==> src/rtl/ogs_pkg.sv <==
`timescale 1ns/1ps
package ogs_pkg;

    parameter int FIELD_W    = 4;
    parameter int BASE_SHIFT = 8;
    parameter int SHAMT_MAX  = 2 * ((1 << FIELD_W) - 1) + BASE_SHIFT;
    parameter int SHAMT_W    = $clog2(SHAMT_MAX + 1);

    typedef enum logic {
        RES_HALF = 1'b0,
        RES_WORD = 1'b1
    } res_mode_e;

    typedef struct packed {
        res_mode_e          mode;
        logic [SHAMT_W-1:0] shamt;
    } post_cfg_t;

    function automatic logic [SHAMT_W-1:0] total_shift(
        input logic [FIELD_W-1:0] a,
        input logic [FIELD_W-1:0] b
    );
        return SHAMT_W'(a) + SHAMT_W'(b) + SHAMT_W'(BASE_SHIFT);
    endfunction

endpackage

==> src/rtl/ogs_gain_mult.sv <==
`timescale 1ns/1ps
module ogs_gain_mult #(
    parameter int SAMPLE_W  = 24,
    parameter int OFS_W     = 16,
    parameter int GAIN_W    = 15,
    parameter int KEEP_W    = 32,
    parameter int OFS_SHIFT = 8
) (
    input  logic                       clk,
    input  logic                       rst,
    input  logic                       in_valid,
    input  logic signed [SAMPLE_W-1:0] din,
    input  logic signed [OFS_W-1:0]    ofs,
    input  logic        [GAIN_W-1:0]   gain,
    output logic                       prod_valid,
    output logic signed [KEEP_W-1:0]   prod_top
);
    localparam int WIDER  = (SAMPLE_W > OFS_W + OFS_SHIFT) ? SAMPLE_W : OFS_W + OFS_SHIFT;
    localparam int SUM_W  = WIDER + 1;
    localparam int PROD_W = SUM_W + GAIN_W;
    localparam int DROP   = PROD_W - KEEP_W;

    logic signed [SUM_W-1:0]  din_x, ofs_x, sum;
    logic signed [GAIN_W:0]   gain_s;
    logic signed [PROD_W-1:0] prod;

    always_comb begin
        din_x  = SUM_W'(din);
        ofs_x  = SUM_W'(ofs) <<< OFS_SHIFT;
        sum    = din_x + ofs_x;
        gain_s = {1'b0, gain};
        prod   = PROD_W'(sum) * PROD_W'(gain_s);
    end

    always_ff @(posedge clk) begin
        if (rst) begin
            prod_valid <= 1'b0;
            prod_top   <= '0;
        end else begin
            prod_valid <= in_valid;
            if (in_valid)
                prod_top <= KEEP_W'(prod >>> DROP);
        end
    end
endmodule

==> src/rtl/ogs_scale_sat.sv <==
`timescale 1ns/1ps
module ogs_scale_sat
    import ogs_pkg::*;
#(
    parameter int KEEP_W = 32,
    parameter int HALF_W = 16
) (
    input  logic                     clk,
    input  logic                     rst,
    input  logic                     in_valid,
    input  logic signed [KEEP_W-1:0] prod_top,
    input  post_cfg_t                cfg,
    output logic                     out_valid,
    output logic        [KEEP_W-1:0] out_data
);
    localparam logic signed [KEEP_W-1:0] HI = KEEP_W'((64'sd1 <<< (HALF_W - 1)) - 64'sd1);
    localparam logic signed [KEEP_W-1:0] LO = -HI;

    logic signed [KEEP_W-1:0] shifted, clamped, result;

    always_comb begin
        shifted = prod_top >>> cfg.shamt;
        if (shifted > HI)
            clamped = HI;
        else if (shifted < LO)
            clamped = LO;
        else
            clamped = shifted;
        result = (cfg.mode == RES_WORD) ? prod_top : clamped;
    end

    always_ff @(posedge clk) begin
        if (rst) begin
            out_valid <= 1'b0;
            out_data  <= '0;
        end else begin
            out_valid <= in_valid;
            if (in_valid)
                out_data <= result;
        end
    end
endmodule

==> src/rtl/ogs_top.sv <==
`timescale 1ns/1ps
module ogs_top
    import ogs_pkg::*;
#(
    parameter int SAMPLE_W = 24,
    parameter int OFS_W    = 16,
    parameter int GAIN_W   = 15,
    parameter int KEEP_W   = 32,
    parameter int HALF_W   = 16
) (
    input  logic                clk,
    input  logic                rst,
    input  logic                sample_valid,
    input  logic [SAMPLE_W-1:0] sample_in,
    input  logic [OFS_W-1:0]    offset_in,
    input  logic [GAIN_W-1:0]   gain_in,
    input  logic [FIELD_W-1:0]  scale_sel,
    input  logic [FIELD_W-1:0]  shift_sel,
    input  logic                word_mode,
    output logic                result_valid,
    output logic [KEEP_W-1:0]   result_out
);
    logic                     mid_valid;
    logic signed [KEEP_W-1:0] mid_top;
    post_cfg_t                cfg_q;

    always_ff @(posedge clk) begin
        if (rst) begin
            cfg_q <= '0;
        end else if (sample_valid) begin
            cfg_q.mode  <= word_mode ? RES_WORD : RES_HALF;
            cfg_q.shamt <= total_shift(scale_sel, shift_sel);
        end
    end

    ogs_gain_mult #(
        .SAMPLE_W (SAMPLE_W),
        .OFS_W    (OFS_W),
        .GAIN_W   (GAIN_W),
        .KEEP_W   (KEEP_W),
        .OFS_SHIFT(BASE_SHIFT)
    ) u_mult (
        .clk       (clk),
        .rst       (rst),
        .in_valid  (sample_valid),
        .din       (signed'(sample_in)),
        .ofs       (signed'(offset_in)),
        .gain      (gain_in),
        .prod_valid(mid_valid),
        .prod_top  (mid_top)
    );

    ogs_scale_sat #(
        .KEEP_W(KEEP_W),
        .HALF_W(HALF_W)
    ) u_sat (
        .clk      (clk),
        .rst      (rst),
        .in_valid (mid_valid),
        .prod_top (mid_top),
        .cfg      (cfg_q),
        .out_valid(result_valid),
        .out_data (result_out)
    );
endmodule

==> config.mk <==
export PLATFORM = sky130hd
export DESIGN_NAME = ogs_top
export DESIGN_NICKNAME = d
export VERILOG_FILES = /design/src/rtl/ogs_pkg.sv /design/src/rtl/ogs_gain_mult.sv /design/src/rtl/ogs_scale_sat.sv /design/src/rtl/ogs_top.sv
export SDC_FILE = /design/constraint.sdc
export NUM_CORES = 1
export LEC_CHECK = 0
export BUFFER_PORTS_ARGS = -buffer_cell sky130_fd_sc_hd__buf_2
export CAP_MARGIN = 20
export CORE_ASPECT_RATIO = 0.5
export CORE_MARGIN = 2
export CORE_UTILIZATION = 35
export DETAILED_ROUTE_END_ITERATION = 10
export PLACE_DENSITY = 0.56
export SYNTH_ARGS = -nofsm -noshare
export SYNTH_HDL_FRONTEND = slang
export SYNTH_HIERARCHICAL = 1
export SYNTH_SLANG_ARGS = --single-unit
==> constraint.sdc <==
create_clock -name clk -period 13.1 [get_ports clk]
set_input_delay 1.965 -clock clk [delete_from_list [all_inputs] [get_ports clk]]
set_output_delay 1.965 -clock clk [all_outputs]
set_load 0.05 [all_outputs]
==> results of run 1 <==
## sequential cells by signal, indices dropped and copies added, names as in the netlist
| register | count |
|---|---|
| cfg_q | 7 |
| u_mult/prod_top | 32 |
| u_sat/out_valid | 1 |
| u_sat/out_data | 32 |
| u_mult/prod_valid | 1 |
## cells by family after synthesis
family,synth area share [%]
xor+xnor,2.92
mux,7.74
fa+ha+maj,44.0
simple gates,17.0
buf+inv,10.8
compound gates,10.1
flops,7.50
## Yosys cell counts (12+ instances only)
cell	instances	area (µm²)
nor2_1	76	285
nand3_1	29	145
nand2b_1	19	119
clkbuf_1	88	330
a31oi_1	18	113
xnor2_1	38	333
inv_1	419	1570
nand2_1	264	991
o21ai_0	46	230
and2_1	180	1130
mux2i_1	52	521
nor3_1	21	105
nor2b_1	17	106
a21oi_1	56	280
fa_1	350	7010
ha_1	124	1550
dfxtp_1	73	1460
o22ai_1	13	81.3
buf_2	19	95.1
xor2_1	27	236
mux4_2	38	856
a21o_1	12	90.1
o21a_1	15	113
## worst reg2reg max path: cells and delay by family, from the launching register on
kind	cells	cell delay [ps]
flip-flops	1	320
buffers and inverters	2	960
adder cells (fa/ha/maj)	1	550
AO/OA/AOI/OAI	7	1930
AND/OR/NAND/NOR	2	380
multiplexers	2	1010
## layout make-up
cell class	count	share of cell area, %
Clock buffer	9	1.07
Tap cell	756	4.51
Antenna cell	1	0.0119
Clock inverter	7	0.566
Timing Repair Buffer	118	3.09
Inverter	422	7.55
Sequential cell	73	6.98
Multi-Input combinational cell	1584	76.2
## per-stage QoR
step                instance area, µm²  hold WS (ps)  util [%]  setup WS, ps
finish                           21000           480      38.0          3220
global placement                 20600           471      37.3          2770
floorplan                        19500           451         -          3840
detailed placement               20600           471      37.3          2840
global route                     21000           511      38.0          2640
CTS                              21000           486      38.0          3180
## routing by layer
metal | wire, µm | vias up | global-route usage, % | share of wire, %
li1 | - | 6997 | - | -
met1 | 27000 | 7651 | 29.4 | 49
met2 | 23700 | 467 | 30.1 | 43
met3 | 3870 | 44 | 3.30 | 7.0
met4 | 616 | 0 | 3.79 | 1.1
met5 | 0 | - | 0 | 0
## worst min-delay path by stage
stage	startpoint	to	slack [ps]	cells past startpoint
global placement	u_sat/out_data[31]	u_sat/out_data[31]	470	1
finish	u_sat/out_data[31]	u_sat/out_data[31]	480	1
detailed placement	u_sat/out_data[31]	u_sat/out_data[31]	470	1
CTS	u_sat/out_data[31]	u_sat/out_data[31]	490	1
global route	u_sat/out_data[1]	u_sat/out_data[1]	510	1
floorplan	cfg_q[2]	cfg_q[2]	450	2
## cells in the final DEF (no fill, tap or decap), types with 16 or more instances in the layout
master,netlist,routed
buf_4,2,16
dfxtp_1,73,71
nor2_1,76,76
fa_1,350,350
xor2_1,27,26
nand2b_1,19,19
nor3_1,21,21
nand3_1,29,29
mux4_2,38,38
a31oi_1,18,18
xnor2_1,38,29
o21ai_0,46,46
ha_1,124,124
nand2_1,264,264
a21oi_1,56,56
buf_2,19,99
and2_1,180,180
nor2b_1,17,17
mux2i_1,52,52
inv_1,419,419
==> metrics.cfg, run 1 <==
[route]
totalWireLength_mm = 55.3
drtPass1Iterations = 5
wl_per_cell_um = 18.6
final_antenna_net_count = 0
vias = 15200
drc = 0
avgViaCountPerCell = 5.10
drtIter0Drc = 1264

[cts]
clkLatencyLatePin_ps = 350
cts_root_buf = clkbuf_16
cts_hold_buffers = 0
post-cts-setup-buffers = 0
cts_buffers = 9
cts_tree = yes
clk_pin_slew_ps = 60
clockBufferDepth = 2
cts.sinks = 73
cts_resized = 0
htreeDepth = 3

[sta]
finalSetupTns_ps = 0
setup_viol = 0
slew_viol_final = 0
worst_pin_slew_ps = 1080
fin_worst_skew_ps = 5.03
grt_setup_unrepaired = false
relSlewSlack_pct = 27.5
hold_violations = 0
max_freq_ghz = 0.101
fin_crit_ps = 9880
finalCritPeriodShare_pct = 75.4

[synth]
synth_area_um2 = 19500
postSynthCellCount = 2198
synth_nets = 2739
synth_cell_type_count = 88
synth-seq-area-share_pct = 7.50
ys.flop_type = dfxtp_1
syn_avg_cell_area_um2 = 8.86
synth_edf_count = 0
ys_warn_count = 6
synthArstFlopShare_pct = 0
ys_ff_latch = 73

[worst_setup_path]
rr_worst_depth = 14
cp_slowest_cell = fa_1
worstReg2RegEnd = u_sat/out_data[18]
crit_top_cell = fa_1
crit_buf_inv = 5
crit_arrival_ps = 10120
cp-startpoint = sample_in[8]
r2r_setup_slack_ps = 7870
setup.worst_path.class = in2reg
start_kind = input port
cp_slowest_stage_delay_ps = 530
rr_startpoint = cfg_q[0]
crit_family = adder cells
end_kind = flip-flop
timing.critical_path.to = u_mult/prod_top[30]
crit_cells = 31
critPathMaxFanout = 16
cp.required_ps = 13340

[global_routing]
grt_first_pass_wirelength_mm = 88.9
grt_usage_pct = 19.7
antenna_found_initial = 0
grt_pass1_vias = 15800
grt_start_max_net_pins = 55
overflow = 0

[place]
place_congestion = 0.897
hpwl_mm = 42.9
port_buffers = 99
dp.cells = 2952

[layout]
area_growth_pct = 7.78
fillCellCount = 5753
finalNonFillerCells = 2970
multi_input_area_um2 = 16000
num-nets-final = 2749
drive_gt1_share_pct = 10.6
regArea_um2 = 1460

[floorplan]
start_util_pct = 35.2
die_h_um = 171
core_area_um2 = 55300
ios = 100
die_w_um = 338
fp-row-count = 61
die-area_um2 = 57700

[run]
cap_viol_max_count = 0

[run_status]
status = complete, no violations

[hold_path]
hp-class = reg2reg

Power of run 1 is left out: the tool's default activity adds up to more than one toggle a clock period on the data nets, which glitch-free logic cannot reach.
==> run 2: changes to the inputs <==
--- a/config.mk
+++ b/config.mk
@@ -11,7 +11,7 @@
 export CORE_MARGIN = 2
 export CORE_UTILIZATION = 35
 export DETAILED_ROUTE_END_ITERATION = 10
-export PLACE_DENSITY = 0.56
+export PLACE_DENSITY = 0.58
 export SYNTH_ARGS = -nofsm -noshare
 export SYNTH_HDL_FRONTEND = slang
 export SYNTH_HIERARCHICAL = 1
==> constraint.sdc (replaced) <==
create_clock -name clk -period 9 [get_ports clk]
set_input_delay 1.35 -clock clk [delete_from_list [all_inputs] [get_ports clk]]
set_output_delay 1.35 -clock clk [all_outputs]
set_load 0.05 [all_outputs]
==> run 2 against run 1 <==
Core utilization up 1.3 points. Highest routed layer unchanged. First-iteration DRC count up 5.6%. Setup slack worse by 2800 ps. Critical path type unchanged.
==> metrics.cfg, run 2 (synthesis gave the netlist of run 1 again) <==
[sta]
hold_violations = 0
fin_hold_ws_ps = 473
setup_viol = 0
slew_viol_final = 0
worst_pin_slew_ps = 890
fin_worst_skew_ps = 8.98
relSlewSlack_pct = 40.6
grt_setup_unrepaired = true
max_freq_ghz = 0.117
finalCritPeriodShare_pct = 95.2
fin_crit_ps = 8570

[layout]
area_growth_pct = 11.5
regArea_um2 = 1460
multi_input_area_um2 = 16000
num-nets-final = 2843
final_common_cell = inv_1
antenna_cells = 0
finalNonFillerCells = 3063
final_cell_mix = 419 x inv_1, 348 x fa_1, 264 x nand2_1
fillCellCount = 5678
top_regs = u_mult/prod_top x32, u_sat/out_data x32, cfg_q x7
drive_gt1_share_pct = 14.3

[route]
vias = 15500
avgViaCountPerCell = 5.05
final_antenna_net_count = 0
drtPass1Iterations = 5
drtIter0Drc = 1335
drc = 0
wl_per_cell_um = 17.7
totalWireLength_mm = 54.2

[worst_setup_path]
cp.required_ps = 9250
end_kind = flip-flop
cp_slowest_stage_delay_ps = 530
crit_family = adder cells
rr_startpoint = cfg_q[0]
rr_worst_depth = 14
r2r_setup_slack_ps = 3380
crit_buf_inv = 8
start_kind = input port
cp_slowest_cell = fa_1
worstReg2RegEnd = u_sat/out_data[18]
setup.worst_path.class = in2reg
crit_arrival_ps = 8820
crit_top_cell = fa_1
critPathMaxFanout = 7

[global_routing]
grt_start_max_net_pins = 54
grt_first_pass_wirelength_mm = 87.9
grt_pass1_vias = 16000
overflow = 0
antenna_found_initial = 1
grt_usage_pct = 19.2

[place]
hpwl_mm = 43.5
place_congestion = 0.918
dp.cells = 3044
port_buffers = 99

[floorplan]
die-area_um2 = 57700
ios = 100
die_w_um = 338
core_area_um2 = 55300
start_util_pct = 35.2
die_h_um = 171
fp-row-count = 61

[cts]
cts_tree = yes
cts_root_buf = clkbuf_16
cts.sinks = 73
clockBufferDepth = 2
clk_pin_slew_ps = 60
clkLatencyLatePin_ps = 350
cts_buffers = 9
htreeDepth = 3
cts_hold_buffers = 0

[run]
cap_viol_max_count = 0

[hold_path]
hp-class = reg2reg
hold_start = u_sat/out_data[28]
hold_end = u_sat/out_data[28]
hold_depth = 2

[run_status]
status = complete, no violations

[run 2: changes by cell type in the layout (fill, tap and decap cells not counted), moves of 3 or more]
cell | previous run | this run
a21oi_1 | 56 | 52
buf_12 | 0 | 3
xnor2_1 | 29 | 36
xnor2_2 | 9 | 2
buf_4 | 16 | 109
a21oi_2 | 5 | 9
[run 2: worst max path at each step]
stage | from | to | slack (ps) | depth (start not counted)
after CTS | sample_in[8] | u_mult/prod_top[30] | 130 | 33
after detailed placement | sample_in[8] | u_mult/prod_top[30] | -230 | 33
after global placement | sample_in[8] | u_mult/prod_top[30] | -100 | 33
after global routing | sample_in[8] | u_mult/prod_top[30] | -10 | 33
final | sample_in[8] | u_mult/prod_top[30] | 430 | 31
after floorplan | sample_in[8] | u_mult/prod_top[30] | 350 | 31
[run 2: what timing repair did]
action	in CTS	in global routing
setup endpoints to repair	0	12
setup buffers	0	2
gates resized for setup	0	16
[run 2: tightest hold or removal path: cells and delay by family, from the launching register on]
family	cells	cell delay (ps)
DFF	1	330
AOI/OAI and AO/OA	2	110
[run 2: through the flow]
step / cell area [µm²] / utilization [%] / setup TNS [ps] / setup slack [ps]
2_1_floorplan: 19500 / - / 0 / 352
3_3_place_gp: 21300 / 38.5 / -96.8 / -96.8
3_5_place_dp: 21300 / 38.5 / -528 / -231
4_1_cts: 21600 / 39.1 / 0 / 127
5_1_grt: 21700 / 39.3 / -22.0 / -14.7
6_report: 21700 / 39.3 / 0 / 434
[run 2: cell type report]
class	count	share of cell area [%]
multi-input combinational	1584	73.7
inverter	422	7.30
sequential	73	6.74
timing repair buffer	212	6.38
tap	756	4.36
clock buffer	11	1.16
clock inverter	5	0.392
[run 2: metal layers]
layer / routed length (µm) / up-vias / track usage [%]
met5: 0 / - / 0
met4: 575 / 0 / 3.36
met3: 3480 / 37 / 2.64
met2: 23200 / 434 / 29.4
met1: 26900 / 7802 / 28.9
li1: - / 7186 / -
Power of run 2 is left out for the same reason.
==> run 3: changes to the inputs <==
--- a/config.mk
+++ b/config.mk
@@ -9,10 +9,12 @@
 export CAP_MARGIN = 20
 export CORE_ASPECT_RATIO = 0.5
 export CORE_MARGIN = 2
-export CORE_UTILIZATION = 35
+export CORE_UTILIZATION = 47
 export DETAILED_ROUTE_END_ITERATION = 10
-export PLACE_DENSITY = 0.58
+export GPL_ROUTABILITY_DRIVEN = 0
+export PLACE_DENSITY = 0.72
 export SYNTH_ARGS = -nofsm -noshare
 export SYNTH_HDL_FRONTEND = slang
 export SYNTH_HIERARCHICAL = 1
 export SYNTH_SLANG_ARGS = --single-unit
+export TNS_END_PERCENT = 20
==> run 3 against run 2 <==
Maximum frequency fell by 0.47%. Sequential cell count did not move. Setup slack got worse by 40 ps. Design area fell by 2.4%. Highest routed layer unchanged.
==> metrics.cfg, run 3 (synthesis gave the netlist of run 1 again) <==
[cts]
cts_buffers = 9
cts_root_buf = clkbuf_16
clockBufferDepth = 2
clkLatencyLatePin_ps = 350
cts_tree = yes
cts.sinks = 73
clk_pin_slew_ps = 60
htreeDepth = 3

[place]
port_buffers = 99
pre_cts_slack_ps = -211
hpwl_mm = 39.9
dp.cells = 2797

[floorplan]
ios = 100
die_w_um = 292
die-area_um2 = 43200
fp-row-count = 52
die_h_um = 148
core_area_um2 = 40700
start_util_pct = 47.9

[layout]
area_growth_pct = 8.79
final_cell_mix = 419 x inv_1, 349 x fa_1, 263 x nand2_1
multi_input_area_um2 = 16000
regArea_um2 = 1460
final_common_cell = inv_1
finalNonFillerCells = 2815
fillCellCount = 3700
antenna_cells = 0
top_regs = u_mult/prod_top x32, u_sat/out_data x32, cfg_q x7
num-nets-final = 2811
drive_gt1_share_pct = 13.0

[sta]
finalCritPeriodShare_pct = 95.6
setup_viol = 0
max_freq_ghz = 0.116
hold_violations = 0
relSlewSlack_pct = 26.1
fin_crit_ps = 8610
fin_worst_skew_ps = 8.15
slew_viol_final = 0
worst_pin_slew_ps = 1110
fin_ws_ps = 394

[run]
cap_viol_max_count = 0

[worst_setup_path]
crit_arrival_ps = 8850
setup.worst_path.class = in2reg
crit_top_cell = fa_1
cp-startpoint = sample_in[8]
cp.required_ps = 9240
rr_startpoint = cfg_q[0]
cp_slowest_cell = fa_1
end_kind = flip-flop
start_kind = input port
cp_slowest_stage_delay_ps = 510
critPathMaxFanout = 8

[hold_path]
hp-class = reg2reg
hold_start = u_sat/out_data[28]

[global_routing]
grt_usage_pct = 24.0
grt_pass1_vias = 15800
grt_first_pass_wirelength_mm = 83.4
antenna_found_initial = 0
overflow = 0
grt_start_max_net_pins = 56

[route]
totalWireLength_mm = 50.6
vias = 15600
avgViaCountPerCell = 5.54
drtIter0Drc = 1235
drtPass1Iterations = 6
drc = 0
final_antenna_net_count = 0
wl_per_cell_um = 18.0

[run_status]
status = complete, no violations

## run 3: cell types whose count changed in the layout (fill, tap and decap cells not counted), sizes merged
cell	previous run	this run
buf	212	180
inv	420	419
clkbuf	11	12
## run 3: per-layer routing
layer	part of all wire [%]	vias up	global-route usage (%)
met5	0	-	0
met4	1.3	0	4.72
met3	9.4	61	5.05
met2	44	637	37.7
met1	45	7761	34.5
li1	-	7123	-
## run 3: critical path, delay by kind of cell
kind | cells | cell delay [ps]
AO/OA/AOI/OAI | 11 | 2140
XOR/XNOR | 2 | 310
buffers and inverters | 7 | 660
adder cells (fa/ha/maj) | 9 | 3680
AND/OR/NAND/NOR | 4 | 740
## run 3: final cells by class
cell class	count	share of cell area [%]
clock buffers	12	1.16
clock inverters	4	0.360
inverters	422	7.48
multi-input cells	1584	75.6
flip-flops and latches	73	6.91
well taps	540	3.19
repair buffers	180	5.35
## run 3: path summary, 6_finish.rpt
check | end | slack, ps | depth (start not counted)
min reg2reg | u_sat/out_data[28] | 470 | 2
min | u_sat/out_data[28] | 470 | 2
max | u_mult/prod_top[30] | 390 | 33
max reg2reg | u_sat/out_data[18] | 3920 | 14
## run 3: stage by stage
step | setup TNS, ps | instance area (µm²) | util (%) | hold slack [ps]
after floorplan | 0 | 19500 | - | 451
after global placement | -81.6 | 20800 | 51.1 | 467
after detailed placement | -386 | 20800 | 51.1 | 463
after CTS | 0 | 21100 | 51.8 | 476
after global routing | -9.35 | 21200 | 52.1 | 505
final | 0 | 21200 | 52.1 | 472
## run 3: timing repair
| item | 4_1_cts | 5_1_grt |
|---|---|---|
| hold buffers | 0 | 0 |
| setup endpoints to repair | 0 | 14 |
| resized for setup | 0 | 14 |
| setup buffers | 0 | 1 |
Power of run 3 is left out for the same reason.
